[config.mk]
export PLATFORM = sky130hd
export DESIGN_NAME = flash_cmd_ctrl
export DESIGN_NICKNAME = d
export VERILOG_FILES = /design/src/rtl/flash_cmd_pkg.sv /design/src/rtl/flash_op_timer.sv /design/src/rtl/flash_cmd_fsm.sv /design/src/rtl/flash_rd_path.sv /design/src/rtl/flash_cmd_ctrl.sv
export SDC_FILE = /design/constraint.sdc
export NUM_CORES = 1
export LEC_CHECK = 0
export ABC_CLOCK_PERIOD_IN_PS = 1960
export CORE_ASPECT_RATIO = 1.2
export CORE_MARGIN = 3
export CORE_UTILIZATION = 25
export CTS_CLUSTER_SIZE = 25
export DETAILED_ROUTE_END_ITERATION = 8
export PLACE_DENSITY_LB_ADDON = 0.12
export SETUP_SLACK_MARGIN = 0.1
export SKIP_LAST_GASP = 1
export SYNTH_ARGS = -nofsm -noshare
export SYNTH_HDL_FRONTEND = slang
export SYNTH_SLANG_ARGS = --single-unit
[constraint.sdc]
create_clock -name clk -period 1.96 [get_ports clk]
set_input_delay 0.196 -clock clk [delete_from_list [all_inputs] [get_ports clk]]
set_output_delay 0.196 -clock clk [all_outputs]
set_load 0.02 [all_outputs]
[src/rtl/flash_cmd_pkg.sv]
`timescale 1ns/1ps
package flash_cmd_pkg;
    localparam logic [7:0] CMD_ERS_SETUP = 8'h22;
    localparam logic [7:0] CMD_ERS_GO    = 8'hDD;
    localparam logic [7:0] CMD_PRG_SETUP = 8'h11;
    localparam logic [7:0] CMD_RESET     = 8'hFF;
    localparam logic [7:0] CMD_ATTR      = 8'h88;
    localparam logic [7:0] CMD_IDENT     = 8'h99;
    localparam logic [7:0] CMD_VERIFY    = 8'hAA;
    localparam logic [7:0] ID_MAKER      = 8'hBF;
    localparam logic [7:0] ID_DEVICE     = 8'h11;
    localparam logic [7:0] POLL_MASK     = 8'h88;

    typedef enum logic [2:0] {
        ST_READ, ST_ERS_SETUP, ST_PRG_SETUP, ST_ERS_BUSY, ST_PRG_BUSY
    } fsm_state_t;

    typedef enum logic [1:0] {
        OP_NONE = 2'd0, OP_ERASE = 2'd1, OP_PROG = 2'd2, OP_VERIFY = 2'd3
    } arr_op_t;
endpackage

[src/rtl/flash_op_timer.sv]
`timescale 1ns/1ps
module flash_op_timer
    import flash_cmd_pkg::*;
#(
    parameter int ERASE_CYC = 100000,
    parameter int PROG_CYC  = 1750
) (
    input  logic clk,
    input  logic rst_n,
    input  logic start_erase,
    input  logic start_prog,
    input  logic kill,
    output logic done
);
    localparam int MAXC = (ERASE_CYC > PROG_CYC) ? ERASE_CYC : PROG_CYC;
    localparam int CW   = $clog2(MAXC + 1);

    typedef struct packed {
        logic          run;
        logic [CW-1:0] cnt;
    } tmr_t;

    tmr_t tmr_d, tmr_q;

    always_comb begin
        tmr_d = tmr_q;
        if (kill) begin
            tmr_d.run = 1'b0;
        end else if (start_erase) begin
            tmr_d.run = 1'b1;
            tmr_d.cnt = CW'(ERASE_CYC);
        end else if (start_prog) begin
            tmr_d.run = 1'b1;
            tmr_d.cnt = CW'(PROG_CYC);
        end else if (tmr_q.run) begin
            if (tmr_q.cnt == CW'(1)) tmr_d.run = 1'b0;
            else                     tmr_d.cnt = tmr_q.cnt - CW'(1);
        end
    end

    always_ff @(posedge clk) begin
        if (!rst_n) tmr_q <= '0;
        else        tmr_q <= tmr_d;
    end

    assign done = tmr_q.run && (tmr_q.cnt == CW'(1));
endmodule

[src/rtl/flash_cmd_fsm.sv]
`timescale 1ns/1ps
module flash_cmd_fsm
    import flash_cmd_pkg::*;
#(
    parameter int AW = 20
) (
    input  logic          clk,
    input  logic          rst_n,
    input  logic          wr_stb,
    input  logic          rd_stb,
    input  logic [AW-1:0] addr,
    input  logic [7:0]    wdata,
    input  logic          space_in,
    input  logic          protect,
    input  logic          tdone,
    output logic          start_erase,
    output logic          start_prog,
    output logic          kill,
    output logic          busy,
    output logic          req,
    output logic [1:0]    op,
    output logic          abort,
    output logic [AW-1:0] req_addr,
    output logic [7:0]    req_data,
    output logic          req_attr,
    output logic          attr_mode,
    output logic          id_mode,
    output logic          tog
);
    typedef struct packed {
        fsm_state_t    st;
        logic          attr;
        logic          id;
        logic          req;
        arr_op_t       op;
        logic [AW-1:0] addr;
        logic [7:0]    data;
        logic          rattr;
        logic          abort;
        logic          tog;
    } ctl_t;

    ctl_t c_d, c_q;
    logic space_eff;

    always_comb begin
        c_d         = c_q;
        c_d.req     = 1'b0;
        c_d.abort   = 1'b0;
        start_erase = 1'b0;
        start_prog  = 1'b0;
        kill        = 1'b0;
        space_eff   = c_q.attr | space_in;
        unique case (c_q.st)
            ST_READ: begin
                if (wr_stb) begin
                    unique case (wdata)
                        CMD_ERS_SETUP: begin
                            c_d.id = 1'b0;
                            if (!protect) c_d.st = ST_ERS_SETUP;
                        end
                        CMD_PRG_SETUP: begin
                            c_d.id = 1'b0;
                            if (!protect) c_d.st = ST_PRG_SETUP;
                        end
                        CMD_RESET: begin
                            c_d.id   = 1'b0;
                            c_d.attr = 1'b0;
                        end
                        CMD_ATTR: begin
                            c_d.id   = 1'b0;
                            c_d.attr = 1'b1;
                        end
                        CMD_IDENT: c_d.id = 1'b1;
                        CMD_VERIFY: begin
                            c_d.id    = 1'b0;
                            c_d.req   = 1'b1;
                            c_d.op    = OP_VERIFY;
                            c_d.addr  = addr;
                            c_d.rattr = space_eff;
                        end
                        default: ;
                    endcase
                end
            end
            ST_ERS_SETUP: begin
                if (wr_stb) begin
                    if (wdata == CMD_ERS_GO && !protect) begin
                        c_d.st      = ST_ERS_BUSY;
                        c_d.req     = 1'b1;
                        c_d.op      = OP_ERASE;
                        c_d.addr    = addr;
                        c_d.data    = 8'hFF;
                        c_d.rattr   = space_eff;
                        c_d.tog     = 1'b0;
                        start_erase = 1'b1;
                    end else begin
                        c_d.st = ST_READ;
                        if (wdata == CMD_RESET) c_d.attr = 1'b0;
                    end
                end
            end
            ST_PRG_SETUP: begin
                if (wr_stb) begin
                    if (wdata == CMD_RESET) begin
                        c_d.st   = ST_READ;
                        c_d.attr = 1'b0;
                    end else if (protect) begin
                        c_d.st = ST_READ;
                    end else begin
                        c_d.st     = ST_PRG_BUSY;
                        c_d.req    = 1'b1;
                        c_d.op     = OP_PROG;
                        c_d.addr   = addr;
                        c_d.data   = wdata;
                        c_d.rattr  = space_eff;
                        c_d.tog    = 1'b0;
                        start_prog = 1'b1;
                    end
                end
            end
            ST_ERS_BUSY: begin
                if (rd_stb) c_d.tog = ~c_q.tog;
                if (wr_stb && wdata == CMD_RESET) begin
                    c_d.st    = ST_READ;
                    c_d.abort = 1'b1;
                    c_d.attr  = 1'b0;
                    kill      = 1'b1;
                end else if (tdone) begin
                    c_d.st = ST_READ;
                end
            end
            ST_PRG_BUSY: begin
                if (rd_stb) c_d.tog = ~c_q.tog;
                if (tdone) c_d.st = ST_READ;
            end
            default: c_d.st = ST_READ;
        endcase
    end

    always_ff @(posedge clk) begin
        if (!rst_n) begin
            c_q    <= '0;
            c_q.st <= ST_READ;
            c_q.op <= OP_NONE;
        end else begin
            c_q <= c_d;
        end
    end

    assign busy      = (c_q.st == ST_ERS_BUSY) || (c_q.st == ST_PRG_BUSY);
    assign req       = c_q.req;
    assign op        = c_q.op;
    assign abort     = c_q.abort;
    assign req_addr  = c_q.addr;
    assign req_data  = c_q.data;
    assign req_attr  = c_q.rattr;
    assign attr_mode = c_q.attr;
    assign id_mode   = c_q.id;
    assign tog       = c_q.tog;
endmodule

[src/rtl/flash_rd_path.sv]
`timescale 1ns/1ps
module flash_rd_path
    import flash_cmd_pkg::*;
#(
    parameter int AW = 20
) (
    input  logic          clk,
    input  logic          rst_n,
    input  logic          rd_stb,
    input  logic [AW-1:0] addr,
    input  logic [7:0]    arr_rdata,
    input  logic          busy,
    input  logic          id_mode,
    input  logic [AW-1:0] last_addr,
    input  logic [7:0]    last_data,
    input  logic          tog,
    output logic          rd_valid,
    output logic [7:0]    rd_data
);
    typedef struct packed {
        logic       vld;
        logic [7:0] data;
    } rd_t;

    rd_t  r_d, r_q;
    logic [7:0] val;

    always_comb begin
        if (busy) begin
            val    = (addr == last_addr) ? (last_data ^ POLL_MASK) : arr_rdata;
            val[2] = tog;
            val[6] = tog;
        end else if (id_mode) begin
            if (addr == AW'(0))      val = ID_MAKER;
            else if (addr == AW'(1)) val = ID_DEVICE;
            else                     val = 8'h00;
        end else begin
            val = arr_rdata;
        end
        r_d.vld  = rd_stb;
        r_d.data = rd_stb ? val : r_q.data;
    end

    always_ff @(posedge clk) begin
        if (!rst_n) r_q <= '0;
        else        r_q <= r_d;
    end

    assign rd_valid = r_q.vld;
    assign rd_data  = r_q.data;
endmodule

[src/rtl/flash_cmd_ctrl.sv]
`timescale 1ns/1ps
module flash_cmd_ctrl
    import flash_cmd_pkg::*;
#(
    parameter int AW        = 20,
    parameter int ERASE_CYC = 100000,
    parameter int PROG_CYC  = 1750
) (
    input  logic          clk,
    input  logic          rst_n,
    input  logic          bus_cs,
    input  logic          bus_wr,
    input  logic          bus_rd,
    input  logic [AW-1:0] bus_addr,
    input  logic [7:0]    bus_wdata,
    input  logic          space_attr_in,
    input  logic          wp,
    input  logic          sw_lock,
    output logic          arr_req,
    output logic [1:0]    arr_op,
    output logic          arr_abort,
    output logic [AW-1:0] arr_addr,
    output logic [7:0]    arr_wdata,
    output logic          arr_attr,
    input  logic [7:0]    arr_rdata,
    output logic          rd_attr,
    output logic          rd_valid,
    output logic [7:0]    rd_data,
    output logic          busy
);
    logic wr_stb, rd_stb, protect;
    logic t_start_e, t_start_p, t_kill, t_done;
    logic attr_mode, id_mode, tog;

    assign wr_stb  = bus_cs & bus_wr;
    assign rd_stb  = bus_cs & bus_rd;
    assign protect = wp | sw_lock;

    flash_cmd_fsm #(.AW(AW)) u_fsm (
        .clk        (clk),
        .rst_n      (rst_n),
        .wr_stb     (wr_stb),
        .rd_stb     (rd_stb),
        .addr       (bus_addr),
        .wdata      (bus_wdata),
        .space_in   (space_attr_in),
        .protect    (protect),
        .tdone      (t_done),
        .start_erase(t_start_e),
        .start_prog (t_start_p),
        .kill       (t_kill),
        .busy       (busy),
        .req        (arr_req),
        .op         (arr_op),
        .abort      (arr_abort),
        .req_addr   (arr_addr),
        .req_data   (arr_wdata),
        .req_attr   (arr_attr),
        .attr_mode  (attr_mode),
        .id_mode    (id_mode),
        .tog        (tog)
    );

    flash_op_timer #(.ERASE_CYC(ERASE_CYC), .PROG_CYC(PROG_CYC)) u_tmr (
        .clk        (clk),
        .rst_n      (rst_n),
        .start_erase(t_start_e),
        .start_prog (t_start_p),
        .kill       (t_kill),
        .done       (t_done)
    );

    flash_rd_path #(.AW(AW)) u_rd (
        .clk      (clk),
        .rst_n    (rst_n),
        .rd_stb   (rd_stb),
        .addr     (bus_addr),
        .arr_rdata(arr_rdata),
        .busy     (busy),
        .id_mode  (id_mode),
        .last_addr(arr_addr),
        .last_data(arr_wdata),
        .tog      (tog),
        .rd_valid (rd_valid),
        .rd_data  (rd_data)
    );

    assign rd_attr = attr_mode | space_attr_in;
endmodule

; Yosys cells after proc, flatten, opt, wreduce, memory -nomap -nowiden
; Index checks and enable logic that the tools add are counted.
[op_classes]
n_bitwise = 8
reduce_logical = 23
n_mux = 55
n_eq_ne = 29
addsub = 1
[op_table]
columns = cell, count
row1 = 32-bit 2-to-1 mux, 5
row2 = 23-bit case mux with 3 select lines, 1
row3 = 18-bit 2-to-1 mux, 3
row4 = 8-bit equality test (second input constant), 5
row5 = 8-bit 2-to-1 mux, 4
row6 = 28-bit 2-to-1 mux, 1
row7 = 23-bit 2-to-1 mux, 1
row8 = 1-bit 2-to-1 mux, 21
row9 = 20-bit by 1-bit equality test with 1-bit output (second input constant), 1
row10 = 20-bit equality test, 1
row11 = 20-bit zero test, 1
row12 = 3-bit 2-to-1 mux, 6
row13 = 17-bit by 1-bit equality test with 1-bit output (second input constant), 1
row14 = 17-bit 2-to-1 mux, 1
row15 = 17-bit by 1-bit subtractor with 17-bit output (second input constant), 1
row16 = 8-bit case mux with 2 select lines, 1
row17 = 3-bit case mux with 5 select lines, 1
row18 = 7-bit AND reduction, 2
row19 = 2-bit by 1-bit != test with 1-bit output (second input constant), 6
row20 = 3-bit != test (second input constant), 4
row21 = 6-bit AND reduction, 2
row22 = 3-bit nonzero test, 3
row23 = 8-bit by 5-bit equality test with 1-bit output (second input constant), 1
row24 = 8-bit by 6-bit equality test with 1-bit output (second input constant), 1
row25 = 26 further kinds, 42
[word_totals]
out_inout_bits = 44
regBits = 66

; Logic depth before layout (Yosys ltp)
; Gate-level depths: netlist of run 1.
[depth]
ltp_word = 8
depth_mapped = 8
ltp_nobuf = 8

; Modules after synthesis
; Synthesis of run 1 repeated with hierarchy kept, for this count alone.
[unflattened]
cells_unflattened = 452
area_unflattened_um2 = 3997.6
[by_module_without_submodules]
columns = module, seq_area_each_um2, cells_each, area_each_um2, instances
row1 = flash_cmd_fsm, 780.7, 202, 1944.4, 1
row2 = flash_op_timer, 360.3, 133, 1131.1, 1
row3 = flash_rd_path, 180.2, 113, 897.1, 1
row4 = flash_cmd_ctrl, 0.0, 4, 25.0, 1

; Least setup slack after synthesis of run 1
; No wires, ideal clock.
[synth_path]
path_type = register to register
from = register u_tmr.tmr_q[2] (netlist name)
to = register u_fsm.c_q[37] (netlist name)
synth_period_minus_slack_ns = 2.017
n_path_buf = 0
slack_ns = -0.057
setup_ns = 0.117
t_arrival_ns = 1.899
t_required_ns = 1.843
stages_incl_launch_ff = 7
cell_sequence = dfxtp_1 > or4_4 > nor4_4 > nand3_1 > a31o_2 > a31o_1 > a32o_1
[synth_via]
elab_chain_len = 5
[synth_lines]
columns = item, line
row1 = "start, declared", flash_op_timer.sv:23  ; tmr_t tmr_d, tmr_q;
row2 = "start signal, assigned", flash_op_timer.sv:43  ; else tmr_q <= tmr_d;
row3 = 17-bit by 1-bit equality test with 1-bit output *, flash_op_timer.sv:46  ; assign done = tmr_q.run && (tmr_q.cnt == CW'(1));
row4 = 1-bit logical AND *, flash_op_timer.sv:46
row5 = 3-bit 2-to-1 mux *, --
row6 = 3-bit 2-to-1 mux, --
row7 = 3-bit case mux with 5 select lines *, --
row8 = "end, declared", flash_cmd_fsm.sv:43  ; ctl_t c_d, c_q;
; Every way passes the cells marked *; elsewhere a longest branch is shown, timed or not.
; A chain may end at the register's enable or synchronous reset.

; Worst setup path in the final report of run 1
[layout_path]
from = register u_tmr.tmr_q[3] (netlist name)
to = register u_fsm.c_q[37] (netlist name)
; The elaborated chain is that of the path after synthesis.

==> flow_metrics.env, run 1 <==
export IMPL_run_status="finished with violations"
export IMPL_violations="setup timing"
export IMPL_cp_start_kind="register"
export IMPL_setup_ws_ns=-0.03219
export IMPL_cts_buffers=9
export IMPL_die_x_um=117.4
export IMPL_grt_pass1_vias=3895
export IMPL_die_y_um=139.7
export IMPL_min_period_over_period=1.016
export IMPL_crit_buf_inv=0
export IMPL_hold_depth=4
export IMPL_clockPowerShare=0.489
export IMPL_final_common_cell="buf_4"
export IMPL_io_pins=88
export IMPL_post_place_cells=780
export IMPL_port_buffers=87
export IMPL_mostFrequentLayoutCells="97 x buf_4, 74 x clkdlybuf4s50_1, 68 x nand2_1"
export IMPL_crit_path_end_kind="register"
export IMPL_synthArstFlopShare=0
export IMPL_fp_coreArea_mm2=0.01447
export IMPL_synth_ff_type="dfxtp_1"
export IMPL_holdCritPathClass="in -> reg"
export IMPL_slowest_delay_ns=0.55
export IMPL_fin_util=0.4146
export IMPL_cts_clk_slew_worst_paths_ns=0.06
export IMPL_synth_top_area_cell="dfxtp_1"
export IMPL_yosysUniqueCellTypes=65
export IMPL_drv_slew=0
export IMPL_hold_end="u_fsm.req_data[3]$_SDFFE_PN0P_"
export IMPL_required_ns=2.18
export IMPL_grt_usage=0.1552
export IMPL_cts_sink_count=66
export IMPL_drt_iter0_markers=243
export IMPL_seqPwrFrac=0.411
export IMPL_cts_tree="yes"
export IMPL_nets=655
export IMPL_netlist_instances=454
export IMPL_worst_path_stages=6
export IMPL_worst_pin_slew_ns=0.5776
export IMPL_drive_above_1_share=0.3148
export IMPL_syn2layout_area_growth_pct=61.05
export IMPL_n_antenna_cell=0
export IMPL_instances_no_fill=813
export IMPL_clock_path_buffers=2
export IMPL_holdWs_ns=0.3052
export IMPL_critical_path_top_delay_family="simple AND/OR/NAND/NOR gates"
export IMPL_path_class="reg -> reg"
export IMPL_reg2reg_to="u_fsm.c_q[37]$_SDFFE_PN0P_"
export IMPL_detail_route_antenna_nets=0
export IMPL_syn_area_per_cell_um2=8.207
export IMPL_setup_viol=1
export IMPL_p_sw_frac=0.2323
export IMPL_rsz0062_at_grt="yes"
export IMPL_synth_area_mm2=0.003726
export IMPL_leakage_nw=2.372
export IMPL_die_area_mm2=0.01641
export IMPL_r2r_setup_slack_ns=-0.03
export IMPL_rows=48
export IMPL_route_vias_total=3916
export IMPL_crit_slowest_cell="or4_4"
export IMPL_gp_congestion=0.8089
export IMPL_hold_viol_final=0
export IMPL_drt_vias_per_instance=4.817
export IMPL_power_mw=3.311
export IMPL_reg2reg_depth=6
export IMPL_synth_area_leaders="dfxtp_1 35%, nand2_1 7.0%, a21oi_1 6.3%, buf_4 6.0%, xnor2_1 3.8%"
export IMPL_relSlewSlack=0.6114
export IMPL_dp_hpwl_um=9454
export IMPL_comb_power_share=0.100
export IMPL_r2r_start="u_tmr.tmr_q[3]$_SDFFE_PN0P_"
export IMPL_worst_ir_drop_vdd_mv=0.2674
export IMPL_synth_edf_count=0
export IMPL_synth_fp_nets=500
export IMPL_pre_cts_ws_ns=-0.3939
export IMPL_start_util=0.2574
export IMPL_grt_max_degree=25
export IMPL_root_buffer="clkbuf_16"
export IMPL_clk_latency_ns=0.34
export IMPL_wire_per_inst_um=16.15
export IMPL_fmax_ghz=0.5020
export IMPL_worstPathCellList="or4_4 -> nor4_4 -> nand3_2 -> a31o_4 -> a31o_1 -> a32o_1"
export IMPL_maxCapViolations=0
export IMPL_yosysTopAreaCellShare=0.3546
export IMPL_yosysWarnings=0
export IMPL_worst_path_max_fanout=2
export IMPL_synth_seq_cells=66
export IMPL_antenna_found_initial=0
export IMPL_intPower_mw=2.542
export IMPL_overflow=0
export IMPL_hold_start="bus_wdata[3]"
export IMPL_powerDensity_mw_per_mm2=551.8
export IMPL_seq_area_frac_synth=0.3546
export IMPL_skew_ns=0.007772
export IMPL_drc=0
export IMPL_cp_arrival_ns=2.21
export IMPL_first_pass_iters=4
export IMPL_grt_pass1_wl_um=20450
export IMPL_drt_total_wl_um=13130
export IMPL_htreeDepth=3
export IMPL_switchingPower_mw=0.7693
export IMPL_hold_buffers=0
export IMPL_min_period_ns=1.992
## power groups by stage
stage          Clock (mW)  Sequential (mW)  Combinational [mW]
2_1_floorplan           0             1.40              0.0892
3_3_place_gp            0             1.39               0.329
3_5_place_dp            0             1.39               0.328
4_1_cts              1.66             1.36               0.331
5_1_grt              1.73             1.36               0.356
6_report             1.62             1.36               0.332
## flip-flops by register name, summed over array words and instances (netlist names)
| name | flops |
|---|---|
| u_rd.rd_valid | 1 |
| u_rd.rd_data | 8 |
| u_fsm.req_addr | 20 |
| u_fsm.abort | 1 |
| u_fsm.req_attr | 1 |
| u_fsm.req | 1 |
| u_fsm.req_data | 8 |
| u_fsm.id_mode | 1 |
| u_fsm.op | 2 |
| u_tmr.tmr_q | 18 |
| u_fsm.tog | 1 |
| u_fsm.c_q | 3 |
| u_fsm.attr_mode | 1 |
## tightest hold or removal path: stages
cell and delay (ns):
dlymetal6s2s_1 0.11, buf_4 0.12, o21ai_0 0.07, a21oi_1 0.10
## routing by layer
layer | track usage | part of all wire
met1 | 0.1914 | 0.45
met2 | 0.2591 | 0.49
met3 | 0.03902 | 0.045
met4 | 0.06362 | 0.022
met5 | 0 | 0
## through the flow
step	TNS [ns]	cell area (µm²)
after floorplan	0	3741
after global placement	-13.56	5260
after detailed placement	-15.35	5260
after CTS	-0.2602	5757
after global routing	-1.006	6001
final	-0.03219	6001
## cell type report
type	instances	area, µm²
Inverter	10	37.54
Fill cell	1475	8473
Clock buffer	10	239.0
Clock inverter	5	55.05
Multi-Input combinational cell	328	2341
Tap cell	200	250.2
Sequential cell	66	1326
Timing Repair Buffer	194	1752
## repair_timing
item,4_1_cts,5_1_grt
hold endpoints to repair,0,0
endpoints found under the setup margin,43,52
pin swaps,27,22
gates resized for setup,40,42
buffers inserted,11,6
cloned,1,1
## cell usage after synthesis, types with 6 or more instances
cell type  count
nor2_1        23
dfxtp_1       66
o221ai_1       7
xnor2_1       16
nor2b_1        6
nor4_1        15
inv_1          9
buf_4         30
xor2_1        14
a21oi_1       47
o21ai_0       17
nand3_1       10
nand4_1        6
nor3_1        10
mux2i_1        7
clkbuf_1      12
nand2_1       69
o211ai_1       8
o221a_2        6
## worst max-delay path by stage
stage                                       startpoint                            to
after detailed placement                  bus_wdata[6]   u_tmr.tmr_q[4]$_SDFFE_PN0P_
after CTS                  u_tmr.tmr_q[3]$_SDFFE_PN0P_    u_fsm.c_q[37]$_SDFFE_PN0P_
after global placement                    bus_wdata[0]      u_fsm.op[1]$_SDFFE_PN0P_
after global routing      u_tmr.tmr_q[12]$_SDFFE_PN0P_  u_tmr.tmr_q[11]$_SDFFE_PN0P_
final                      u_tmr.tmr_q[3]$_SDFFE_PN0P_    u_fsm.c_q[37]$_SDFFE_PN0P_
after floorplan            u_tmr.tmr_q[8]$_SDFFE_PN0P_    u_fsm.c_q[37]$_SDFFE_PN0P_
## cells by family after synthesis
| logic type | Yosys count | synth area share |
|---|---|---|
| adder cells (fa/ha/maj) | 2 | 0.006715 |
| multiplexers | 7 | 0.01881 |
| buffers and inverters | 60 | 0.09268 |
| AND/OR/NAND/NOR | 170 | 0.2377 |
| AO/OA/AOI/OAI | 119 | 0.2189 |
| flip-flops | 66 | 0.3546 |
| XOR/XNOR | 30 | 0.07052 |
No activity file was read; power rests on OpenSTA's default activity.
==> inputs of run 2 (changes only) <==
ABC_AREA = 1   (was not set)
CORE_UTILIZATION = 47   (was 25)
==> run 2 against run 1 <==
The run now ends clean. Synthesized area up 12%. Clock power shrank 14%. Clock skew is 0.0023 ns higher. Via count is 13% higher. Combinational power is essentially flat. Critical endpoint is now busy. Power shrank 6.9%. Worst setup slack improved by 0.18 ns. Die area down 39%. Register-to-register slack better by 0.24 ns.
==> flow_metrics.env, run 2 <==
export IMPL_run_status="completed"
export IMPL_dp_hpwl_um=8895
export IMPL_path_class="reg -> out"
export IMPL_grt_pass1_wl_um=18690
export IMPL_detail_route_antenna_nets=0
export IMPL_worstPathCellList="inv_2 -> nor2_1 -> nor2_2 -> inv_1 -> dlygate4sd2_1"
export IMPL_slowest_delay_ns=0.51
export IMPL_dpl_instance_area_mm2=0.005231
export IMPL_yosysMostFrequentCell="nand2_1"
export IMPL_route_vias_total=4431
export IMPL_mostFrequentLayoutCells="217 x nand2_1, 86 x clkdlybuf4s50_1, 77 x inv_1"
export IMPL_worst_pin_slew_ns=0.5362
export IMPL_antenna_found_initial=0
export IMPL_grt_pass1_vias=4202
export IMPL_multi_input_area_mm2=0.002238
export IMPL_relSlewSlack=0.6412
export IMPL_hold_viol_final=0
export IMPL_drc=0
export IMPL_worst_path_max_fanout=6
export IMPL_drt_vias_per_instance=4.984
export IMPL_cts_sink_count=66
export IMPL_crit_path_end_kind="output pin"
export IMPL_grt_max_degree=22
export IMPL_largest_reg_flops=20
export IMPL_hold_buffers=0
export IMPL_synthArstFlopShare=0
export IMPL_synthMuxAreaShare=0
export IMPL_clock_path_buffers=2
export IMPL_instances_no_fill=889
export IMPL_synth_top_area_cell="dfxtp_1"
export IMPL_root_buffer="clkbuf_8"
export IMPL_clk_latency_ns=0.35
export IMPL_leakage_nw=2.406
export IMPL_drt_total_wl_um=11530
export IMPL_register_area_mm2=0.001321
export IMPL_synthTopCellsByCount="217 x nand2_1, 77 x inv_1, 66 x dfxtp_1"
export IMPL_synth_fp_nets=715
export IMPL_cp_arrival_ns=1.62
export IMPL_start_util=0.4853
export IMPL_syn2layout_area_growth_pct=31.41
export IMPL_crit_buf_inv=3
export IMPL_die_area_mm2=0.01006
export IMPL_drive_above_1_share=0.1127
export IMPL_drt_iter0_markers=215
export IMPL_yosysUniqueCellTypes=37
export IMPL_die_x_um=92.08
export IMPL_netlist_instances=669
export IMPL_crit_slowest_cell="dfxtp_1"
export IMPL_die_y_um=109.3
export IMPL_seq_area_frac_synth=0.3162
export IMPL_synth_area_mm2=0.004179
export IMPL_gp_congestion=0.9094
export IMPL_post_place_cells=873
export IMPL_synth_area_leaders="dfxtp_1 32%, nand2_1 19%, inv_1 6.9%, a21oi_1 6.2%, buf_4 5.9%"
export IMPL_synth_compound_area_frac=0.1162
export IMPL_min_period_ns=1.816
export IMPL_syn_area_per_cell_um2=6.247
export IMPL_wire_per_inst_um=12.97
export IMPL_required_ns=1.76
export IMPL_overflow=0
export IMPL_htreeDepth=3
export IMPL_worst_ir_drop_vdd_mv=0.3938
export IMPL_drv_slew=0
export IMPL_grt_usage=0.2294
export IMPL_powerDensity_mw_per_mm2=561.5
export IMPL_final_common_cell="nand2_1"
export IMPL_min_period_over_period=0.9267
export IMPL_rsz0062_at_grt="yes"
export IMPL_fmax_ghz=0.5505
export IMPL_cts_tree="yes"
export IMPL_fillers=803
export IMPL_skew_ns=0.01003
export IMPL_synth_edf_count=0
export IMPL_nets=813
export IMPL_cts_buffers=9
export IMPL_fin_area_mm2=0.005492
export IMPL_synth_ff_type="dfxtp_1"
export IMPL_synth_xor_area_frac=0.02934
export IMPL_yosysTopAreaCellShare=0.3162
export IMPL_synth_top_family_by_area="simple AND/OR/NAND/NOR gates"
export IMPL_cts_clk_slew_worst_paths_ns=0.09
export IMPL_rows=37
export IMPL_cp_start_kind="register"
export IMPL_maxCapViolations=0
export IMPL_first_pass_iters=5
export IMPL_synthAdderAreaFrac=0.005988
export IMPL_pre_cts_ws_ns=-0.04058
export IMPL_yosysWarnings=0
export IMPL_fp_coreArea_mm2=0.008611
export IMPL_port_buffers=87
export IMPL_r2r_setup_slack_ns=0.21
export IMPL_setup_viol=0
export IMPL_synth_seq_cells=66
export IMPL_setup_ws_ns=0.1436
export IMPL_io_pins=88
export IMPL_n_antenna_cell=0
export IMPL_critical_path_top_delay_family="flip-flops"
export IMPL_yosys_area_share_simple=0.3775
export IMPL_holdCritPathClass="in -> reg"
## run 2: cell families (layout without fill, tap and decap cells)
family                   Yosys count  after routing
adder cells (fa/ha/maj)            2              2
buffers and inverters            131            234
AND/OR/NAND/NOR                  364            364
AO/OA/AOI/OAI                     92             92
XOR/XNOR                          14             14
flip-flops                        66             66
## run 2: cell type report
cell class	instances	area share
Multi-Input combinational cell	472	0.4076
Sequential cell	66	0.2406
Timing Repair Buffer	131	0.2231
Inverter	87	0.05947
Tap cell	117	0.02666
Clock buffer	11	0.02392
Clock inverter	5	0.01868
## run 2: final timing paths
path | start | to | cells after the start
max reg2reg | u_tmr.tmr_q[2]$_SDFFE_PN0P_ | u_tmr.tmr_q[15]$_SDFFE_PN0P_ | 9
min | bus_addr[15] | u_fsm.req_addr[15]$_SDFFE_PN0P_ | 3
min reg2reg | u_rd.rd_data[7]$_SDFFE_PN0P_ | u_rd.rd_data[7]$_SDFFE_PN0P_ | 2
max | u_fsm.c_q[38]$_SDFFE_PN0P_ | busy | 5
## run 2: timing repair
item,in CTS,in global routing
setup endpoints to repair,1,14
setup buffers,0,0
endpoints found under the hold margin,0,0
gates resized for setup,1,7
cloned,0,0
## run 2: layer usage
metal / part of all wire / global-route usage
met1: 0.42 / 0.2644
met2: 0.50 / 0.4160
met3: 0.048 / 0.03559
met4: 0.024 / 0.1104
met5: 0 / 0
## run 2: metrics by stage
stage	hold WS (ns)	total power [mW]	TNS, ns	util
global route	0.4759	3.177	0	0.6378
detailed placement	0.4560	1.713	-0.1595	0.6075
CTS	0.4663	3.093	0	0.6346
finish	0.4678	3.084	0	0.6378
floorplan	0.3434	1.520	0	-
global placement	0.4532	1.710	-0.02587	0.6075
## run 2: worst reg2reg max path, cell delays in order, from the launching register on
cell and delay, ns:
dfxtp_1 0.36, nor2_2 0.18, nand4_1 0.21, nor2_2 0.21
nand2_1 0.16, o21ai_0 0.22, nand2_1 0.06, o21ai_0 0.17
nor2_1 0.06, nor2_1 0.07
## run 2: power by group
part           internal [mW]  switching, mW
clock network          0.845          0.553
logic                  0.167          0.167
registers               1.35        0.00421
total                   2.36          0.724
==> inputs of run 3 (changes only) <==
CORE_MARGIN = 2   (was 3)
==> run 3 against run 2 <==
Utilization shrank 0.39 points. Combinational power shrank 2%. Clock skew shrank 0.00055 ns. Maximum frequency grew 1.5%. Power shrank 2.8%. Register-to-register slack gained 0.04 ns. Sequential share of layout area grew 0.17 points. Sequential power is essentially flat. Design area shrank 0.62%. Critical path type unchanged.
==> flow_metrics.env, run 3 (synthesis gave the netlist of run 2 again) <==
export IMPL_min_period_ns=1.790
export IMPL_setup_viol=0
export IMPL_cp_start_kind="register"
export IMPL_die_area_mm2=0.009665
export IMPL_leakage_nw=2.418
export IMPL_detail_route_antenna_nets=0
export IMPL_rows=37
export IMPL_route_vias_total=4459
export IMPL_overflow=0
export IMPL_r2r_setup_slack_ns=0.25
export IMPL_power_mw=2.998
export IMPL_hold_end="u_rd.rd_data[5]$_SDFFE_PN0P_"
export IMPL_htreeDepth=3
export IMPL_final_common_cell="nand2_1"
export IMPL_reg2reg_to="u_tmr.tmr_q[15]$_SDFFE_PN0P_"
export IMPL_syn2layout_area_growth_pct=30.60
export IMPL_crit_path_end_kind="output pin"
export IMPL_clk_latency_ns=0.36
export IMPL_grt_usage=0.2391
export IMPL_drc=0
export IMPL_grt_pass1_vias=4220
export IMPL_slowest_delay_ns=0.34
export IMPL_postCtsSetupRepairBufs=0
export IMPL_gp_congestion=0.8872
export IMPL_worst_ir_drop_vdd_mv=0.3734
export IMPL_hold_depth=2
export IMPL_largest_reg_flops=20
export IMPL_powerDensity_mw_per_mm2=549.3
export IMPL_n_antenna_cell=0
export IMPL_cp_arrival_ns=1.59
export IMPL_crit_buf_inv=3
export IMPL_critical_path_top_delay_family="buffers and inverters"
export IMPL_drive_above_1_share=0.1130
export IMPL_io_pins=88
export IMPL_hold_viol_final=0
export IMPL_path_class="reg -> out"
export IMPL_clock_path_buffers=2
export IMPL_setup_tns_ns=0
export IMPL_mostFrequentLayoutCells="216 x nand2_1, 86 x clkdlybuf4s50_1, 76 x inv_1"
export IMPL_port_buffers=87
export IMPL_drt_iter0_markers=261
export IMPL_root_buffer="clkbuf_8"
export IMPL_reg2reg_depth=9
export IMPL_run_status="completed"
export IMPL_cts_sink_count=66
export IMPL_drt_vias_per_instance=5.027
export IMPL_fin_area_mm2=0.005458
export IMPL_drt_total_wl_um=11760
export IMPL_holdCritPathClass="reg -> reg"
export IMPL_drv_slew=0
export IMPL_crit_slowest_cell="dfxtp_1"
export IMPL_die_x_um=90.08
export IMPL_r2r_start="u_tmr.tmr_q[2]$_SDFFE_PN0P_"
export IMPL_first_pass_iters=7
export IMPL_worst_pin_slew_ns=0.4678
export IMPL_fmax_ghz=0.5587
export IMPL_nets=812
export IMPL_antenna_found_initial=0
export IMPL_wire_per_inst_um=13.26
export IMPL_required_ns=1.76
export IMPL_cts_buffers=9
export IMPL_die_y_um=107.3
export IMPL_maxCapViolations=0
export IMPL_grt_max_degree=33
export IMPL_cts_clk_slew_worst_paths_ns=0.08
export IMPL_min_period_over_period=0.9132
export IMPL_worst_path_max_fanout=4
export IMPL_relSlewSlack=0.6870
export IMPL_fp_coreArea_mm2=0.008611
export IMPL_grt_pass1_wl_um=18710
export IMPL_holdWs_ns=0.4640
export IMPL_worstPathCellList="nor2_1 -> inv_1 -> nor2_1 -> nor2_2 -> inv_1 -> dlygate4sd2_1"
export IMPL_dp_hpwl_um=8938
export IMPL_start_util=0.4853
export IMPL_skew_ns=0.009487
export IMPL_rsz0062_at_grt="no"
export IMPL_dpl_instance_area_mm2=0.005224
export IMPL_hold_start="u_rd.rd_data[5]$_SDFFE_PN0P_"
export IMPL_cts_tree="yes"
run 3: cell types whose count changed in the layout (fill, tap and decap cells not counted), sizes merged:
| cell | before | now |
|---|---|---|
| bufinv | 3 | 2 |
| buf | 44 | 43 |
| clkbuf | 11 | 13 |
| clkinvlp | 1 | 0 |
| clkinv | 4 | 3 |
run 3: repair_timing:
item | CTS | global route
hold buffers | 0 | 0
pin swaps | 0 | 3
endpoints found under the hold margin | 0 | 0
setup endpoints to repair | 1 | 20
gates resized for setup | 2 | 7
run 3: through the flow:
stage	setup WS [ns]	instances	util
after CTS	0.1678	887	0.6321
after global routing	0.08320	887	0.6338
after global placement	-0.03051	872	0.6067
final	0.1702	887	0.6338
after detailed placement	-0.07386	872	0.6067
after floorplan	0.4616	669	-
run 3: power by group:
group          internal, mW  switching, mW  leakage (nW)
combinational         0.163          0.164          1.78
sequential             1.35        0.00419         0.533
clock                 0.781          0.537         0.110
total                  2.29          0.705          2.42
run 3: cell type report:
| type | count | area (µm²) |
|---|---|---|
| clock buffer | 13 | 158.9 |
| clock inverter | 2 | 60.06 |
| fill | 830 | 3153 |
| inverter | 87 | 329.1 |
| multi-input combinational | 472 | 2223 |
| sequential | 66 | 1323 |
| tap | 117 | 146.4 |
| timing repair buffer | 130 | 1217 |
run 3: how the worst max path moves through the flow:
stage	startpoint	to	slack, ns	cells past startpoint
floorplan	u_fsm.c_q[36]$_SDFFE_PN0P_	u_tmr.tmr_q[15]$_SDFFE_PN0P_	0.46	8
global placement	bus_wdata[4]	u_tmr.tmr_q[1]$_SDFFE_PN0P_	-0.03	9
detailed placement	bus_wdata[1]	u_tmr.tmr_q[4]$_SDFFE_PN0P_	-0.07	10
CTS	u_fsm.c_q[36]$_SDFFE_PN0P_	busy	0.17	6
global route	u_fsm.c_q[36]$_SDFFE_PN0P_	busy	0.08	6
finish	u_fsm.c_q[36]$_SDFFE_PN0P_	busy	0.17	6
run 3: layer usage:
metal  track usage  share of wire  vias up
li1              -              -     2281
met5             0              0        -
met3       0.04832          0.052       21
met1        0.2620           0.41     2041
met2        0.4409           0.52      116
met4        0.1154          0.021        0
run 3: tightest hold or removal path: cells and delay by family, from the launching register on:
| kind | cells | cell delay [ns] |
|---|---|---|
| simple gates | 1 | 0.06 |
| flops | 1 | 0.31 |
| compound gates | 1 | 0.05 |
